**config.mk**
```make
export PLATFORM = sky130hd
export DESIGN_NAME = ext_clk_ratio_div
export DESIGN_NICKNAME = d
export VERILOG_FILES = /design/src/rtl/ext_clk_ratio_div.sv
export SDC_FILE = /design/constraint.sdc
export NUM_CORES = 2
export LEC_CHECK = 0
export BUFFER_PORTS_ARGS = -buffer_cell sky130_fd_sc_hd__buf_2
export CAP_MARGIN = 20
export CORE_MARGIN = 2
export CORE_UTILIZATION = 45
export DETAILED_ROUTE_END_ITERATION = 7
export PLACE_DENSITY = 0.69
export RECOVER_POWER = 25
export SLEW_MARGIN = 15
export SYNTH_ARGS = -nofsm -noshare
export SYNTH_HDL_FRONTEND = slang
export SYNTH_SLANG_ARGS = --single-unit
```
**constraint.sdc**
```tcl
create_clock -name clk -period 13.85 [get_ports clk]
set_input_delay 2.0775 -clock clk [delete_from_list [all_inputs] [get_ports clk]]
set_output_delay 2.0775 -clock clk [all_outputs]
set_load 0.05 [all_outputs]
```
**src/rtl/ext_clk_ratio_div.sv**
```systemverilog
module ext_clk_ratio_div #(
  parameter int BASE_HZ = 96_000_000,
  parameter int MIN_DIV = 2,
  parameter int LIN_MAX = 8,
  parameter int MAX_DIV = 96,
  parameter int RATE_W  = 32
) (
  input  logic              clk,
  input  logic              rst_n,
  input  logic              cfg_wr,
  input  logic [15:0]       cfg_wdata,
  input  logic              sel_wr,
  input  logic [5:0]        sel_wdata,
  output logic [15:0]       cfg_rdata,
  input  logic [RATE_W-1:0] req_rate,
  output logic [5:0]        req_sel,
  output logic [6:0]        req_div,
  output logic              clk_out
);
  localparam int DIV_W   = $clog2(MAX_DIV + 1);
  localparam int LIN_SEL = LIN_MAX - MIN_DIV;

  function automatic logic [DIV_W-1:0] sel_to_div(input logic [5:0] s);
    int d;
    if (int'(s) <= LIN_SEL) d = int'(s) + MIN_DIV;
    else d = LIN_MAX + 2 * (int'(s) - LIN_SEL);
    if (d > MAX_DIV) d = MAX_DIV;
    return DIV_W'(d);
  endfunction

  logic [15:0]      ctrl;
  logic [DIV_W-1:0] cnt, cur_div, div_sel;
  logic [DIV_W:0]   hi_len;
  logic             started, phase, run;

  assign cfg_rdata = ctrl;
  assign run       = ctrl[1] & ~ctrl[0];
  assign div_sel   = sel_to_div(ctrl[7:2]);
  assign hi_len    = ({1'b0, cur_div} + 1'b1) >> 1;
  assign clk_out   = phase ^ ctrl[8];

  always_ff @(posedge clk or negedge rst_n)
    if (!rst_n)      ctrl <= '0;
    else if (cfg_wr) ctrl <= cfg_wdata;
    else if (sel_wr) ctrl <= {ctrl[15:8], sel_wdata, ctrl[1], 1'b0};

  always_ff @(posedge clk or negedge rst_n)
    if (!rst_n) begin
      cnt     <= '0;
      cur_div <= DIV_W'(MIN_DIV);
      started <= 1'b0;
      phase   <= 1'b0;
    end else if (!run) begin
      cnt     <= '0;
      cur_div <= div_sel;
      started <= 1'b0;
      phase   <= 1'b0;
    end else if (!started || cnt == cur_div - 1'b1) begin
      cnt     <= '0;
      cur_div <= div_sel;
      started <= 1'b1;
      phase   <= 1'b1;
    end else begin
      cnt     <= cnt + 1'b1;
      phase   <= ({1'b0, cnt} + 1'b1) < hi_len;
    end

  logic [DIV_W-1:0] pick;
  logic             found;
  always_comb begin
    pick  = DIV_W'(MAX_DIV);
    found = 1'b0;
    for (int d = MIN_DIV; d <= MAX_DIV; d++) begin
      if (!found && !((d % 2 == 1) && d > LIN_MAX) &&
          (64'(BASE_HZ) < (64'(req_rate) + 64'd1) * 64'(d))) begin
        found = 1'b1;
        pick  = DIV_W'(d);
      end
    end
  end

  assign req_div = 7'(pick);
  assign req_sel = (int'(pick) <= LIN_MAX) ? 6'(int'(pick) - MIN_DIV)
                                           : 6'((int'(pick) - LIN_MAX) / 2 + LIN_SEL);
endmodule


```
**Word level (Yosys, flattened, before mapping)**

Index checks and enable logic that the tools add are counted.

- Add/subtract/negate cells: 12
- $mul: 45
- Divide/modulo/power cells: 0
- Magnitude comparators: 55
- Eq/ne operators: 2
- Shifts and indexed selects: 0
- Muxes and demuxes: 114
- Bitwise gates (word level): 4
- Reductions and logical operators: 103

Operator list:

| operator | number |
|---|---|
| $lt A27 B64 Y1 const A | 50 |
| $mul A64 B5 Y63 const B | 8 |
| $mul A64 B6 Y63 const B | 8 |
| $mux W7 | 56 |
| $mul A64 B4 Y62 const B | 4 |
| $mul A64 B4 Y63 const B | 4 |
| $mul A64 B5 Y62 const B | 4 |
| $mul A64 B3 Y61 const B | 2 |
| $mul A64 B3 Y62 const B | 2 |
| $mul A64 B3 Y63 const B | 2 |
| $mul A64 B3 Y64 const B | 2 |
| $mul A64 B4 Y61 const B | 2 |
| $mul A64 B2 Y60 const B | 1 |
| $mul A64 B2 Y61 const B | 1 |
| $mul A64 B2 Y62 const B | 1 |
| $mul A64 B2 Y63 const B | 1 |
| $mul A64 B2 Y64 const B | 1 |
| $mul A64 B3 Y60 const B | 1 |
| $mux W1 | 54 |
| $logic_not A1 Y1 | 51 |
| $logic_and A1 B1 Y1 | 50 |
| $lt A27 B40 Y1 const A | 1 |
| $mul A33 B2 Y35 const B | 1 |
| $add A32 B1 Y33 const B | 1 |
| other kinds (25) | 27 |

- Register bits after elaboration: 32
- Bits in latches: 0
- RAM bits: 0
- Bits in read-only memories: 0
- Output and inout bits: 30
- Memories kept: 0

**Logic depth before layout (Yosys ltp)**

- Depth after elaboration: 158
- Mapped depth: 44
- Depth with buffers taken out: 40

**Worst setup path after synthesis**

OpenSTA, ideal clock, no wires.

- Path kind: in2out
- Start point: input port req_rate[0]
- End point: output port req_sel[4]
- Arrival time: 12.883 ns
- Required time: 11.773 ns
- Path slack: -1.110 ns
- Stages: 38
- Path buffers: 3
- Path through: ha_1 clkbuf_1 clkbuf_1 clkbuf_1 nand3_1 xnor2_1 inv_1 ha_1 ha_1 or2_2 inv_1 fa_1 inv_1 ha_1 a211o_1 a221oi_1 o32ai_1 a211oi_1 (+2 left out) mux2_2 or4_1 nor3_1 and3_1 nor4bb_1 a31o_2 a21o_2 nor4_2 ha_1 and2_1 ha_1 inv_1 ha_1 inv_1 a21oi_1 xor2_1 xnor2_1 a22oi_1

- Longest elaborated chain between the ends: 158

RTL lines:

| element | line | source |
|---|---|---|
| from (decl) | 15 | `input logic [RATE_W-1:0] req_rate,` |
| $add A32 B1 Y33 * | 75 | `(64'(BASE_HZ) < (64'(req_rate) + 64'd1) * 64'(d))) begin` |
| branches (longest 151 deep; another with $mul A64 B2 Y64) | n/a |  |
| $mux W7 * | 74 | `if (!found && !((d % 2 == 1) && d > LIN_MAX) &&` |
| $sub A7 B4 Y8 | 84 | `: 6'((int'(pick) - LIN_MAX) / 2 + LIN_SEL);` |
| $and A1 B1 Y1 (no source line) | n/a |  |
| $add A6 B1 Y6 (no source line) | n/a |  |
| $add A6 B4 Y6 | 84 |  |
| $mux W6 * | 83 | `assign req_sel = (int'(pick) <= LIN_MAX) ? 6'(int'(pick) - MIN_DIV)` |
| to (decl) | 16 | `output logic [5:0] req_sel,` |

Every way passes the cells marked *.

**Worst setup path in the final report**

- Start point: input port req_rate[6]
- End point: output port req_sel[4]

The elaborated chain is that of the path after synthesis.

==> results.md <==
* Time the worst path needs with I/O delays and setup at 13690 ps
* Maximum net fanout on the critical path at 6
* Endpoint required time on the critical path at 11770 ps
* Critical Setup Path Class: in -> out
* Overall global routing resource usage at 0.4269
* Remaining antenna violation count after routing at 0
* Minimum setup slack in the final design at 155.5 ps
* Width of the die at 409.8 um
* Fraction of final layout cells sized beyond drive strength 1 at 0.1771
* Final weighted congestion in routability-driven placement at 1.129
* Post-layout util at 0.5451
* Ratio of total power to cell area at 150.8 mW/mm^2
* Core Footprint at 0.1631 sq mm
* Die H at 409.8 um
* Switching fraction of total power at 0.5886
* Synthesized instance count at 9660
* Non-filler instance count after layout at 13190
* Highest cell delay on the worst timing path at 1100 ps
* Ys flop type: sky130_fd_sc_hd__dfrtp_1
* Starting density of the core at 0.4542
* Share of synthesized flip-flops with an asynchronous set or reset at 1.000
* Hold Fails Final Rpt at 0
* Setup slack, reg-to-reg at 11030 ps
* Leading post-synthesis cells by instance count: sky130_fd_sc_hd__inv_1 (1312), sky130_fd_sc_hd__ha_1 (1161), sky130_fd_sc_hd__fa_1 (634)
* Post-Route WL at 372100 um
* IO Count at 88
* Number of sinks handled by clock tree synthesis at 32
* HPWL after detailed placement at 325800 um
* Initial drt markers at 9264
* Count of synthesis-stage warnings from yosys at 0
* Largest net degree at the start of global routing at 33
* TritonCTS clock tree: built
* H-tree level count at 2
* Yosys reg bits at 32
* Number of hold buffers added after cts at 0
* Inst Count DP at 13150
* Share of the clock period used by the worst path at 0.9888
* Endpoint kind of the worst setup timing path: primary output
* Cell accounting for the most synthesized area: sky130_fd_sc_hd__ha_1
* Max transition margin at -0.1437
* Die Outline Area at 0.1679 sq mm
* Number of optimization iterations in the first detailed-route pass at 7
* Number of vias after detailed routing at 84590
* Via count of the first global-routing pass at 83040
* Number of nets produced by synthesis at 11510
* Max IR drop VDD at 156.9 uV
* Post-detailed-placement cell area at 0.08790 sq mm
* Share of synthesized area occupied by flip-flops and latches at 0.01082
* Slew at the pin closest to its max-slew limit at 1716 ps
* Hold WC Path Type: reg -> reg
* CP arrival at 11620 ps
* Hold Worst Slack at 490.8 ps
* Cell row count at 148
* Most frequent cell after synthesis: sky130_fd_sc_hd__inv_1
* Failing checks: capacitance limit, slew limit
* Outcome: finished with violations
* Depth of the worst register-to-register path at 9
* Num CTS Buffers at 5
* Count of final setup violators at 0
* Proportion of netlist area held by the largest area contributor at 0.1960
* Skew final at 3.903 ps
* Per-instance average area after synthesis at 7.670 sq um
* Clk network pwr share at 0.008
* Total standard cell area after synthesis at 0.07410 sq mm
* Signed area change from the synthesized netlist to the final layout at 20.02%
* Max-slew violation count at 33
* Top achievable clock speed at 0.07302 GHz
* DRC errors left at 0
* Int Power at 5.519 mW
* Clock root buffer: sky130_fd_sc_hd__clkbuf_16
* Net switching component of the power at 7.894 mW
* Max Cap Violations at 1
* Critical-path cell with the highest stage delay: sky130_fd_sc_hd__a311oi_1
* Worst hold path stage count at 1
* Final std cell area, no fill at 0.08893 sq mm
* Standby leakage power at 43.01 nW
* Gr ovfl total at 0
* Count of flip-flops with a built-in enable after synthesis at 0
* Maximum clock path buffer count at 2
* Power share of the combinational group at 0.983
* Part of the total power dissipated in sequential elements at 0.009
* CP most frequent cell: sky130_fd_sc_hd__buf_4
* Net total in the final layout at 12850
* Distinct cell type count after synthesis at 125
* Area contributors post-synth: sky130_fd_sc_hd__ha_1 (20%), sky130_fd_sc_hd__fa_1 (17%), sky130_fd_sc_hd__inv_1 (6.6%), sky130_fd_sc_hd__xnor2_1 (4.1%), sky130_fd_sc_hd__a21oi_1 (4.0%)
* Worst-case setup slack after placement at -565.5 ps
* Crit start category: input pin
* Register clock-pin slew on the reported worst setup and hold paths at 50 ps
* Antenna violations before repair at 17
* Worst-Skew Late Latency at 270 ps
* Global-route wire length before repair at 534300 um
* Number of buffers added on ports at 87
* WL per Instance at 28.21 um
* Post-DR vias/cell at 6.414
==> power groups by stage <==
stage / sequential (mW) / combinational [mW] / clock (mW)
after floorplan: 0.135 / 7.92 / 0
after global placement: 0.125 / 12.4 / 0
after detailed placement: 0.125 / 12.6 / 0
after CTS: 0.124 / 12.7 / 0.105
after global routing: 0.126 / 14.1 / 0.109
final: 0.124 / 13.2 / 0.103
==> logic make-up (layout without fill, tap and decap cells) <==
logic type / Yosys count / after routing / synth area share
AO/OA/AOI/OAI: 2934 / 2934 / 0.2700
XOR/XNOR: 562 / 562 / 0.06653
adder cells (fa/ha/maj): 1796 / 1796 / 0.3675
buffers and inverters: 1528 / 2868 / 0.07793
flip-flops: 32 / 32 / 0.01082
multiplexers: 111 / 111 / 0.01548
other: 0 / 14 / 0
AND/OR/NAND/NOR: 2697 / 2697 / 0.1918
==> sequential cells by signal, indices dropped and copies added (netlist names) <==
register / cells
phase: 1
cur_div: 7
cnt: 7
cfg_rdata: 16
started: 1
==> worst paths after layout <==
path | startpoint | endpoint
worst max-delay path | req_rate[6] | req_sel[4]
worst max register to register | cur_div[0]$_DFFE_PN0P_ | cur_div[6]$_DFFE_PN0P_
worst min register to register | cfg_rdata[0]$_DFFE_PN0P_ | started$_DFFE_PN0P_
worst min-delay path | cfg_rdata[0]$_DFFE_PN0P_ | started$_DFFE_PN0P_
max in group asynchronous | rst_n | cnt[6]$_DFF_PN0_
min in group asynchronous | rst_n | cfg_rdata[1]$_DFFE_PN0P_
==> metrics by stage <==
stage / setup TNS (ps) / total power [mW]
floorplan: -42.29 / 8.056
global placement: -2197 / 12.57
detailed placement: -1974 / 12.74
CTS: 0 / 12.93
global route: -82.98 / 14.37
finish: 0 / 13.41
==> cell usage in the layout, fill, tap and decap left out, types with 50 or more instances in the layout <==
| cell | n |
|---|---|
| sky130_fd_sc_hd__o21bai_1 | 88 |
| sky130_fd_sc_hd__and3_1 | 104 |
| sky130_fd_sc_hd__o31ai_1 | 92 |
| sky130_fd_sc_hd__nor3_1 | 229 |
| sky130_fd_sc_hd__nand4_1 | 133 |
| sky130_fd_sc_hd__o21a_1 | 144 |
| sky130_fd_sc_hd__a21o_1 | 232 |
| sky130_fd_sc_hd__mux2i_1 | 78 |
| sky130_fd_sc_hd__nand2b_1 | 111 |
| sky130_fd_sc_hd__o211ai_1 | 119 |
| sky130_fd_sc_hd__fa_1 | 630 |
| sky130_fd_sc_hd__a21oi_1 | 586 |
| sky130_fd_sc_hd__and2_1 | 81 |
| sky130_fd_sc_hd__buf_2 | 84 |
| sky130_fd_sc_hd__xor2_1 | 204 |
| sky130_fd_sc_hd__o21ai_0 | 567 |
| sky130_fd_sc_hd__nor4_1 | 82 |
| sky130_fd_sc_hd__a211oi_1 | 147 |
| sky130_fd_sc_hd__or3_1 | 83 |
| sky130_fd_sc_hd__nor2_1 | 554 |
| sky130_fd_sc_hd__a21boi_0 | 50 |
| sky130_fd_sc_hd__inv_1 | 1307 |
| sky130_fd_sc_hd__nand2_1 | 574 |
| sky130_fd_sc_hd__ha_1 | 1147 |
| sky130_fd_sc_hd__a2111oi_0 | 53 |
| sky130_fd_sc_hd__xnor2_1 | 319 |
| sky130_fd_sc_hd__or2_2 | 68 |
| sky130_fd_sc_hd__nor2b_1 | 82 |
| sky130_fd_sc_hd__o2111ai_1 | 55 |
| sky130_fd_sc_hd__buf_4 | 1410 |
| sky130_fd_sc_hd__nand3_1 | 276 |
| sky130_fd_sc_hd__a31oi_1 | 132 |
| sky130_fd_sc_hd__a211o_1 | 61 |
==> area by class of cell <==
| type | count | area, sq um |
|---|---|---|
| Fill cell | 15720 | 74210 |
| Multi-Input combinational cell | 8100 | 68550 |
| Timing Repair Buffer | 1533 | 11690 |
| Inverter | 1327 | 4991 |
| Tap cell | 2175 | 2721 |
| Sequential cell | 32 | 802.0 |
| Clock buffer | 6 | 128.9 |
| Antenna cell | 14 | 35.03 |
| Clock inverter | 2 | 12.51 |
==> critical path, delay by kind of cell <==
family,cells,cell delay (ps)
compound gates,10,2920
xor+xnor,4,480
fa+ha+maj,7,2150
buf+inv,15,2220
simple gates,10,1750
==> per-layer routing <==
layer | track usage | vias to the layer above | share of wire
met3 | 0.07242 | 937 | 0.095
met1 | 0.5297 | 41410 | 0.39
met2 | 0.6938 | 4377 | 0.45
li1 | - | 37850 | -
met5 | 0 | - | 0.00012
met4 | 0.2523 | 8 | 0.072
==> repair_timing <==
item,CTS,global route
gates resized for setup,21,161
pin swaps,2,22
gates cloned,0,0
buffers inserted,2,16
endpoints found under the setup margin,6,6
Note: power is estimated with default switching activity, not from simulation.
